File: src/rtl/pkr_pkg.sv
package pkr_pkg;
  typedef enum logic [1:0] {
    TAG_DATA   = 2'd0,
    TAG_OOB    = 2'd1,
    TAG_STATUS = 2'd2,
    TAG_BSEL   = 2'd3
  } tag_e;

  localparam logic [15:0] OOB_MARK = 16'h1000;

  typedef enum logic [2:0] {
    ST_HDR,
    ST_HI,
    ST_LO,
    ST_BSEL,
    ST_OOB0,
    ST_OOB1
  } pk_state_e;
endpackage

File: src/rtl/pkr_byte_src.sv
// Supplies the next frame byte: from the input, or a zero pad byte once the
// input frame ended early. Counts bytes and flags the final packed byte.
module pkr_byte_src #(
  parameter int MIN_LEN = 60,
  parameter int DW      = 8
) (
  input  logic          clk,
  input  logic          rst_n,
  input  logic          start,
  input  logic          take,
  input  logic          in_valid,
  input  logic [DW-1:0] in_data,
  input  logic          in_last,
  output logic          byte_avail,
  output logic [DW-1:0] byte_val,
  output logic          byte_last,
  output logic          padding
);
  localparam int CW = $clog2(MIN_LEN + 1);
  localparam logic [CW-1:0] LAST_IDX = CW'(MIN_LEN - 1);
  localparam logic [CW-1:0] CNT_MAX  = CW'(MIN_LEN);

  logic          pad_q;
  logic [CW-1:0] cnt_q;

  assign padding = pad_q;

  always_comb begin
    byte_avail = pad_q | in_valid;
    byte_val   = pad_q ? '0 : in_data;
    byte_last  = pad_q ? (cnt_q == LAST_IDX) : (in_last && cnt_q >= LAST_IDX);
  end

  always_ff @(posedge clk) begin
    if (!rst_n) begin
      pad_q <= 1'b0;
      cnt_q <= '0;
    end else if (start) begin
      pad_q <= 1'b0;
      cnt_q <= '0;
    end else if (take) begin
      if (cnt_q != CNT_MAX) cnt_q <= cnt_q + 1'b1;
      if (!pad_q && in_last && cnt_q < LAST_IDX) pad_q <= 1'b1;
    end
  end
endmodule

File: src/rtl/pkr_out_stage.sv
// Single output register with valid/ready and the frame-done pulse.
module pkr_out_stage #(
  parameter int WW = 18
) (
  input  logic          clk,
  input  logic          rst_n,
  input  logic          load,
  input  logic [WW-1:0] ld_word,
  input  logic          ld_last,
  input  logic          out_ready,
  output logic          can_load,
  output logic          out_valid,
  output logic [WW-1:0] out_word,
  output logic          frame_done
);
  logic last_q;

  assign can_load = !out_valid || out_ready;

  always_ff @(posedge clk) begin
    if (!rst_n) begin
      out_valid  <= 1'b0;
      out_word   <= '0;
      last_q     <= 1'b0;
      frame_done <= 1'b0;
    end else begin
      frame_done <= out_valid && out_ready && last_q;
      if (load && can_load) begin
        out_valid <= 1'b1;
        out_word  <= ld_word;
        last_q    <= ld_last;
      end else if (out_ready) begin
        out_valid <= 1'b0;
        last_q    <= 1'b0;
      end
    end
  end
endmodule

File: src/rtl/frame_word_packer.sv
module frame_word_packer #(
  parameter int MIN_LEN = 60,
  parameter int BW      = 8,
  parameter int IDW     = 16,
  parameter int TW      = 2
) (
  input  logic                  clk,
  input  logic                  rst_n,
  input  logic                  in_valid,
  output logic                  in_ready,
  input  logic [BW-1:0]         in_data,
  input  logic                  in_last,
  input  logic                  in_oob_req,
  input  logic [IDW-1:0]        in_frame_id,
  output logic                  out_valid,
  input  logic                  out_ready,
  output logic [TW+2*BW-1:0]    out_word,
  output logic                  frame_done
);
  import pkr_pkg::*;

  localparam int PW = 2 * BW;
  localparam int WW = TW + PW;

  pk_state_e     st_q, st_d;
  logic [BW-1:0] hold_q, hold_d;
  logic          oob_q, oob_d;
  logic [IDW-1:0] id_q, id_d;

  logic          start, take;
  logic          byte_avail, byte_last, padding;
  logic [BW-1:0] byte_val;
  logic          load, ld_last, can_load;
  logic [WW-1:0] ld_word;
  logic          src_ok;

  pkr_byte_src #(.MIN_LEN(MIN_LEN), .DW(BW)) u_src (
    .clk(clk), .rst_n(rst_n), .start(start), .take(take),
    .in_valid(in_valid), .in_data(in_data), .in_last(in_last),
    .byte_avail(byte_avail), .byte_val(byte_val), .byte_last(byte_last),
    .padding(padding)
  );

  pkr_out_stage #(.WW(WW)) u_out (
    .clk(clk), .rst_n(rst_n), .load(load), .ld_word(ld_word), .ld_last(ld_last),
    .out_ready(out_ready), .can_load(can_load), .out_valid(out_valid),
    .out_word(out_word), .frame_done(frame_done)
  );

  // a pad byte never waits on the FIFO; a real byte does
  assign src_ok   = byte_avail && (padding || out_ready);
  assign in_ready = !padding && out_ready &&
                    ((st_q == ST_HI) || (st_q == ST_LO && can_load));

  always_comb begin
    st_d    = st_q;
    hold_d  = hold_q;
    oob_d   = oob_q;
    id_d    = id_q;
    start   = 1'b0;
    take    = 1'b0;
    load    = 1'b0;
    ld_last = 1'b0;
    ld_word = '0;
    case (st_q)
      ST_HDR: begin
        if (in_valid && can_load) begin
          load    = 1'b1;
          ld_word = {TAG_STATUS, {PW{1'b0}}};
          start   = 1'b1;
          oob_d   = in_oob_req;
          id_d    = in_frame_id;
          st_d    = ST_HI;
        end
      end
      ST_HI: begin
        if (src_ok) begin
          take   = 1'b1;
          hold_d = byte_val;
          st_d   = byte_last ? ST_BSEL : ST_LO;
        end
      end
      ST_LO: begin
        if (src_ok && can_load) begin
          take    = 1'b1;
          load    = 1'b1;
          ld_word = {TAG_DATA, hold_q, byte_val};
          if (byte_last) begin
            ld_last = !oob_q;
            st_d    = oob_q ? ST_OOB0 : ST_HDR;
          end else begin
            st_d = ST_HI;
          end
        end
      end
      ST_BSEL: begin
        if (can_load) begin
          load    = 1'b1;
          ld_word = {TAG_BSEL, hold_q, {BW{1'b0}}};
          ld_last = !oob_q;
          st_d    = oob_q ? ST_OOB0 : ST_HDR;
        end
      end
      ST_OOB0: begin
        if (can_load) begin
          load    = 1'b1;
          ld_word = {TAG_OOB, OOB_MARK};
          st_d    = ST_OOB1;
        end
      end
      ST_OOB1: begin
        if (can_load) begin
          load    = 1'b1;
          ld_word = {TAG_OOB, PW'(id_q)};
          ld_last = 1'b1;
          st_d    = ST_HDR;
        end
      end
      default: st_d = ST_HDR;
    endcase
  end

  always_ff @(posedge clk) begin
    if (!rst_n) begin
      st_q   <= ST_HDR;
      hold_q <= '0;
      oob_q  <= 1'b0;
      id_q   <= '0;
    end else begin
      st_q   <= st_d;
      hold_q <= hold_d;
      oob_q  <= oob_d;
      id_q   <= id_d;
    end
  end
endmodule

File: config.mk
export PLATFORM = sky130hd
export DESIGN_NAME = frame_word_packer
export DESIGN_NICKNAME = d
export VERILOG_FILES = /design/src/rtl/pkr_pkg.sv /design/src/rtl/pkr_byte_src.sv /design/src/rtl/pkr_out_stage.sv /design/src/rtl/frame_word_packer.sv
export SDC_FILE = /design/constraint.sdc
export NUM_CORES = 1
export LEC_CHECK = 0
export BUFFER_PORTS_ARGS = -buffer_cell sky130_fd_sc_hd__buf_2
export CAP_MARGIN = 20
export CORE_ASPECT_RATIO = 0.9
export CORE_MARGIN = 8
export CORE_UTILIZATION = 45
export CTS_CLUSTER_SIZE = 20
export DETAILED_ROUTE_END_ITERATION = 6
export PLACE_DENSITY = 0.67
export SYNTH_ARGS = -nofsm -noshare
export SYNTH_HDL_FRONTEND = slang
export SYNTH_SLANG_ARGS = --single-unit
File: constraint.sdc
create_clock -name clk -period 2.2 [get_ports clk]
set_input_delay 0.22 -clock clk [delete_from_list [all_inputs] [get_ports clk]]
set_output_delay 0.22 -clock clk [all_outputs]
set_load 0.01 [all_outputs]
==> results of run 1 <==
## layer usage
metal | up-vias | part of all wire | global-route usage
met5 | - | 0 | 0
met4 | 0 | 0.0085 | 0.05160
met3 | 5 | 0.058 | 0.03941
met2 | 57 | 0.47 | 0.2432
met1 | 1028 | 0.47 | 0.1851
li1 | 1130 | - | -
## kinds of logic after synthesis
| kind of cell | synth area share |
|---|---|
| buf+inv | 0.05929 |
| simple gates | 0.2170 |
| fa+ha+maj | 0.01412 |
| mux | 0.003765 |
| xor+xnor | 0.009884 |
| flops | 0.4216 |
| compound gates | 0.2744 |
## cell usage after synthesis, drive strengths merged, types with 4 or more instances
cell type,count
nor2b,8
a21oi,7
a211oi,4
dfxtp,56
nor2,9
nand2b,6
a22oi,16
inv,4
a21boi,30
clkbuf,5
o21ai,5
buf,14
nor3,4
nand3,4
nand2,60
o2bb2ai,16
## metrics by stage
stage	hold slack (ns)	power, mW
CTS	0.1443	1.930
floorplan	0.3649	1.276
global route	0.1418	2.006
finish	0.1460	1.914
detailed placement	0.4438	1.351
global placement	0.4406	1.346
## layout make-up
cell class              instances  area, um^2
inverters                       4       15.01
flip-flops and latches         56        1121
clock inverters                 1       7.507
multi-input cells             212        1380
well taps                      70       87.58
repair buffers                 60       325.3
fillers                       541        2670
clock buffers                   7       86.33
## critical path, delay by kind of cell (launching register included)
family | cells | cell delay [ns]
DFF | 1 | 0.60
AOI/OAI and AO/OA | 1 | 0.41
and+or+nand+nor | 1 | 0.22
buffers and inverters | 1 | 0.21
## state kept, by name, summed over array words and instances (netlist names)
name and count:
hold_q 8, id_q 16, oob_q 1, st_q 3
u_out.frame_done 1, u_out.last_q 1, u_out.out_valid 1, u_out.out_word 18
u_src.cnt_q 6, u_src.padding 1
## power by group
group	switching (mW)	internal (mW)	leakage (nW)	total, mW
logic	0.145	0.105	0.667	0.250
registers	0.0272	1.05	0.455	1.08
clock network	0.332	0.257	0.0445	0.589
## worst max-delay path by stage
stage | from | endpoint | slack (ns) | cells past startpoint
detailed placement | st_q[0] | u_out.out_word[11] | 0.27 | 5
floorplan | st_q[1] | u_out.out_word[10] | 0.49 | 8
global route | st_q[0] | in_ready | 0.09 | 3
CTS | st_q[0] | in_ready | 0.21 | 3
finish | st_q[0] | in_ready | 0.24 | 3
global placement | st_q[1] | u_out.out_word[3] | 0.34 | 5
==> run metrics, run 1 <==
status=complete, no violations; Setup Fix Bufs, Post-CTS=0; router iterations before antenna repair=4; fin nets=about 370; first-pass GRT wire length=10.63 mm; pre-CTS setup slack=0.2725 ns; DRT iter0 DRCs=approximately 180; Initial Utilization=0.4670; slew margin rel.=0.5201; Routed Wire Length=6.376 mm; hold buffers post-CTS=0; HP Class=primary input to flop; Routed Antenna Nets=0; RSZ-0062 raised after global routing=no; GR Overflow Total=0; Layout Cells excl Fill=410; routed len/inst=15.55 um; Cell Pwr Density=633.3 nW/um^2; CP max FO=13; Period minus WS final=1.964 ns; number of global-route vias before repair=2175; post-route cell area=3023 um^2; post-DR vias/cell=5.415; startpoint types=flop; Critical Path Max Stage Delay=about 0.6 ns; Synth area leader=dfxtp_1; diodes inserted=0; Seq/Total Area, Yosys=0.4216; Peak VDD IR=0.0005349 V; Layout area overhead=13.69%; Post-DP Area=2929 um^2; clk buf depth=2; CTS Buf Count=5; cts repair resizes=0; DR DRC count=0; GP Congestion=0.8423; Clock transition at path regs=around 0.10 ns; cells taking the most area after synthesis=dfxtp_1, nand2_1, a21boi_0; R2R Path Start=st_q[0]; RR Endpoint=u_src.cnt_q[1]; H-tree depth=2; largest net degree at the start of global routing=39; # IOs=51; top-area cell type share of the netlist area=0.4216; final hold vios=0; arrival time at the worst endpoint=1.74 ns; Mapped Avg Cell Area=~9.1 um^2; Post-synth EDFFs=0; commonest non-fill, non-tap cell in the layout=nand2_1; r2r setup slk=0.28 ns; Fmax achieved=0.5091 GHz; Worst Reg-to-Reg Cells=5; DIE WIDTH=97.03 um; PortBufs=50; Worst-Skew Late Latency=around 0.31 ns; CTS sink count=56; cell count after placement=402; predominant post-synthesis flop cell=dfxtp_1; row cnt=26; Layout Utilization=0.5310; dpl hpwl=4.613 mm; syn nets=324; Leakage=roughly 1.2 nW; initial antenna violation count=0; critical path, cell by cell=nand2b_1, a2111oi_0, buf_2; # Max-Cap Violations=0; via count=2220; period utilisation layout=0.8929; Synth Cell Area=between 2000 and 3000 um^2; final setup violation count=0; Root Driver=clkbuf_8; CP Capture Type=output pin; Worst Hold Depth=3; Hold Path End=id_q[11]; Yosys warning count=0; CP max-delay cell=dfxtp_1; die span in y=88.92 um; asr flop ratio synth=0; hold_sp=in_frame_id[11]; Netlist cell types=56; most frequent cells in the layout=nand2_1, dfxtp_1, buf_2; Worst Path Required=1.98 ns; clk_skew=0.004403 ns; max-slew violations=0; setup ws final=between 0.2 and 0.25 ns; core area=5693 um^2; Worst Path Class, Setup=flop to output pin; Setup TNS Final=0 ns; share of cells above drive strength 1=0.2412; CTS tree=yes; slew of the pin with the lowest slew margin=~0.72 ns; Die ar.=8627 um^2; Mapped Cells=291; Synth Register Bits=56; Total GRT Usage=0.1482
Power figures use the tool's default switching activity.
==> inputs of run 2 (changes only) <==
clock period = 2.33 ns   (was 2.2 ns; I/O delays follow)
==> run 2 against run 1 <==
Compared with the run above:
- sequential power shrank 6%
- clock power shrank 7.0%
- power shrank 5.9%
==> run metrics, run 2 (synthesized netlist as in run 1, its figures left out) <==
status=complete, no violations (unchanged); Largest register FFs=18 (unchanged); Setup TNS Final=0 ns (unchanged); # Max-Cap Violations=0 (unchanged); post-DR vias/cell=5.420 (was 5.415); clk buf depth=2 (unchanged); Worst Path Class, Setup=flop to output pin (unchanged); period utilisation layout=0.8583; DIE WIDTH=97.03 um (unchanged); CP max FO=13 (unchanged); largest net degree at the start of global routing=23 (was 39); cts repair resizes=0 (unchanged); Setup Fix Bufs, Post-CTS=0 (unchanged); max-slew violations=0 (unchanged); biggest regs=u_out.out_word (18), id_q (16), hold_q (8) (unchanged); DRT iter0 DRCs=125 (was 179); switching pwr=0.4698 mW (was 0.5048 mW); clock network power share=0.305 (was 0.308); first-pass GRT wire length=10.54 mm (was 10.63 mm); Flop pwr share=0.564 (was 0.562); HP Class=primary input to flop (unchanged); GR Overflow Total=0 (unchanged); die span in y=88.92 um (unchanged); Cell Pwr Density=595.6 nW/um^2 (was 633.3 nW/um^2); Int Power=1.331 mW (was 1.409 mW); Layout area overhead=13.69% (unchanged); RSZ-0062 raised after global routing=no (unchanged); Leakage=1.166 nW (unchanged); Layout Utilization=0.5310 (unchanged); Total GRT Usage=0.1450 (was 0.1482); number of global-route vias before repair=2234 (was 2175); Worst-Skew Late Latency=0.30 ns (was 0.31 ns); CTS sink count=56 (unchanged); diodes inserted=0 (unchanged); router iterations before antenna repair=4 (unchanged); CP Capture Type=output pin (unchanged); DR DRC count=0 (unchanged); combinational group share of total power=0.132 (was 0.131); startpoint types=flop (unchanged); final hold vios=0 (unchanged); clk_skew=0.006945 ns (was 0.004403 ns); Routed Wire Length=6.455 mm (was 6.376 mm); via count=2222 (was 2220); Worst Path Required=2.10 ns (was 1.98 ns); slew margin rel.=0.5278 (was 0.5201); commonest non-fill, non-tap cell in the layout=nand2_1 (unchanged); PortBufs=50 (unchanged); hold buffers post-CTS=0 (unchanged); CTS Buf Count=5 (unchanged); Sw Ratio=0.2609 (was 0.2637); Top reg by flops=u_out.out_word (unchanged); share of cells above drive strength 1=0.2412 (unchanged); initial antenna violation count=0 (unchanged); GP Congestion=0.8486 (was 0.8423); slew of the pin with the lowest slew margin=0.7073 ns (was 0.7189 ns); core area=5693 um^2 (unchanged); row cnt=26 (unchanged); Clock transition at path regs=0.10 ns (about the same); Root Driver=clkbuf_8 (unchanged); CTS tree=yes (unchanged); most frequent cells in the layout=nand2_1, dfxtp_1, buf_2 (unchanged); routed len/inst=15.74 um (was 15.55 um); Peak VDD IR=0.0002922 V (was 0.0005349 V); dpl hpwl=4.833 mm (was 4.613 mm); # IOs=51 (unchanged); Routed Antenna Nets=0 (unchanged); arrival time at the worst endpoint=1.77 ns (was 1.74 ns); Fmax achieved=between 0.5 and 0.6 GHz; Initial Utilization=0.4670 (unchanged); final setup violation count=0 (unchanged); H-tree depth=2 (unchanged); Period minus WS final=roughly 2 ns; Die ar.=8627 um^2 (unchanged); fin nets=372 (unchanged)
-- run 2: layout make-up --
type | instances | area (um^2)
Fill cell | 533 | 2670
Clock inverter | 1 | 7.507
Timing Repair Buffer | 60 | 325.3
Clock buffer | 7 | 86.33
Multi-Input combinational cell | 212 | 1380
Tap cell | 70 | 87.58
Inverter | 4 | 15.01
Sequential cell | 56 | 1121
-- run 2: path summary, 6_finish.rpt --
| kind | from | end | slack (ns) | cells after the start |
|---|---|---|---|---|
| min | in_frame_id[2] | id_q[2] | 0.17 | 3 |
| max | st_q[0] | in_ready | 0.33 | 3 |
| min reg2reg | u_out.out_word[16] | u_out.out_word[16] | 0.46 | 2 |
| max reg2reg | st_q[1] | u_out.out_word[6] | 0.35 | 5 |
-- run 2: worst max-delay path, cell delays in order (launching register included) --
cell and delay, ns:
dfxtp_1 0.59, nand2b_1 0.22, a2111oi_0 0.44, buf_2 0.21
-- run 2: per-stage QoR --
stage | power (mW) | worst slack, ns | cells | cell area, um^2 | hold WS, ns
6_report | 1.800 | 0.3301 | 410 | 3023 | 0.1681
5_1_grt | 1.888 | 0.1564 | 410 | 3023 | 0.1674
4_1_cts | 1.822 | 0.3071 | 410 | 3023 | 0.1641
3_5_place_dp | 1.275 | 0.4103 | 402 | 2929 | 0.4451
3_3_place_gp | 1.271 | 0.3854 | 402 | 2929 | 0.4360
2_1_floorplan | 1.204 | 0.6243 | 291 | 2659 | 0.3779
-- run 2: routing by layer --
| metal | up-vias | wire length (um) | share of wire | track usage |
|---|---|---|---|---|
| li1 | 1130 | - | - | - |
| met1 | 1028 | 2922 | 0.45 | 0.1721 |
| met2 | 57 | 3052 | 0.47 | 0.2506 |
| met3 | 7 | 406 | 0.063 | 0.04173 |
| met4 | 0 | 74 | 0.011 | 0.04324 |
| met5 | - | 0 | 0 | 0 |
-- run 2: power by group through the flow --
stage | Sequential, mW | Combinational (mW) | Clock [mW]
floorplan | 1.03 | 0.176 | 0
global placement | 1.04 | 0.236 | 0
detailed placement | 1.04 | 0.237 | 0
CTS | 1.02 | 0.238 | 0.569
global route | 1.02 | 0.262 | 0.604
finish | 1.02 | 0.237 | 0.548
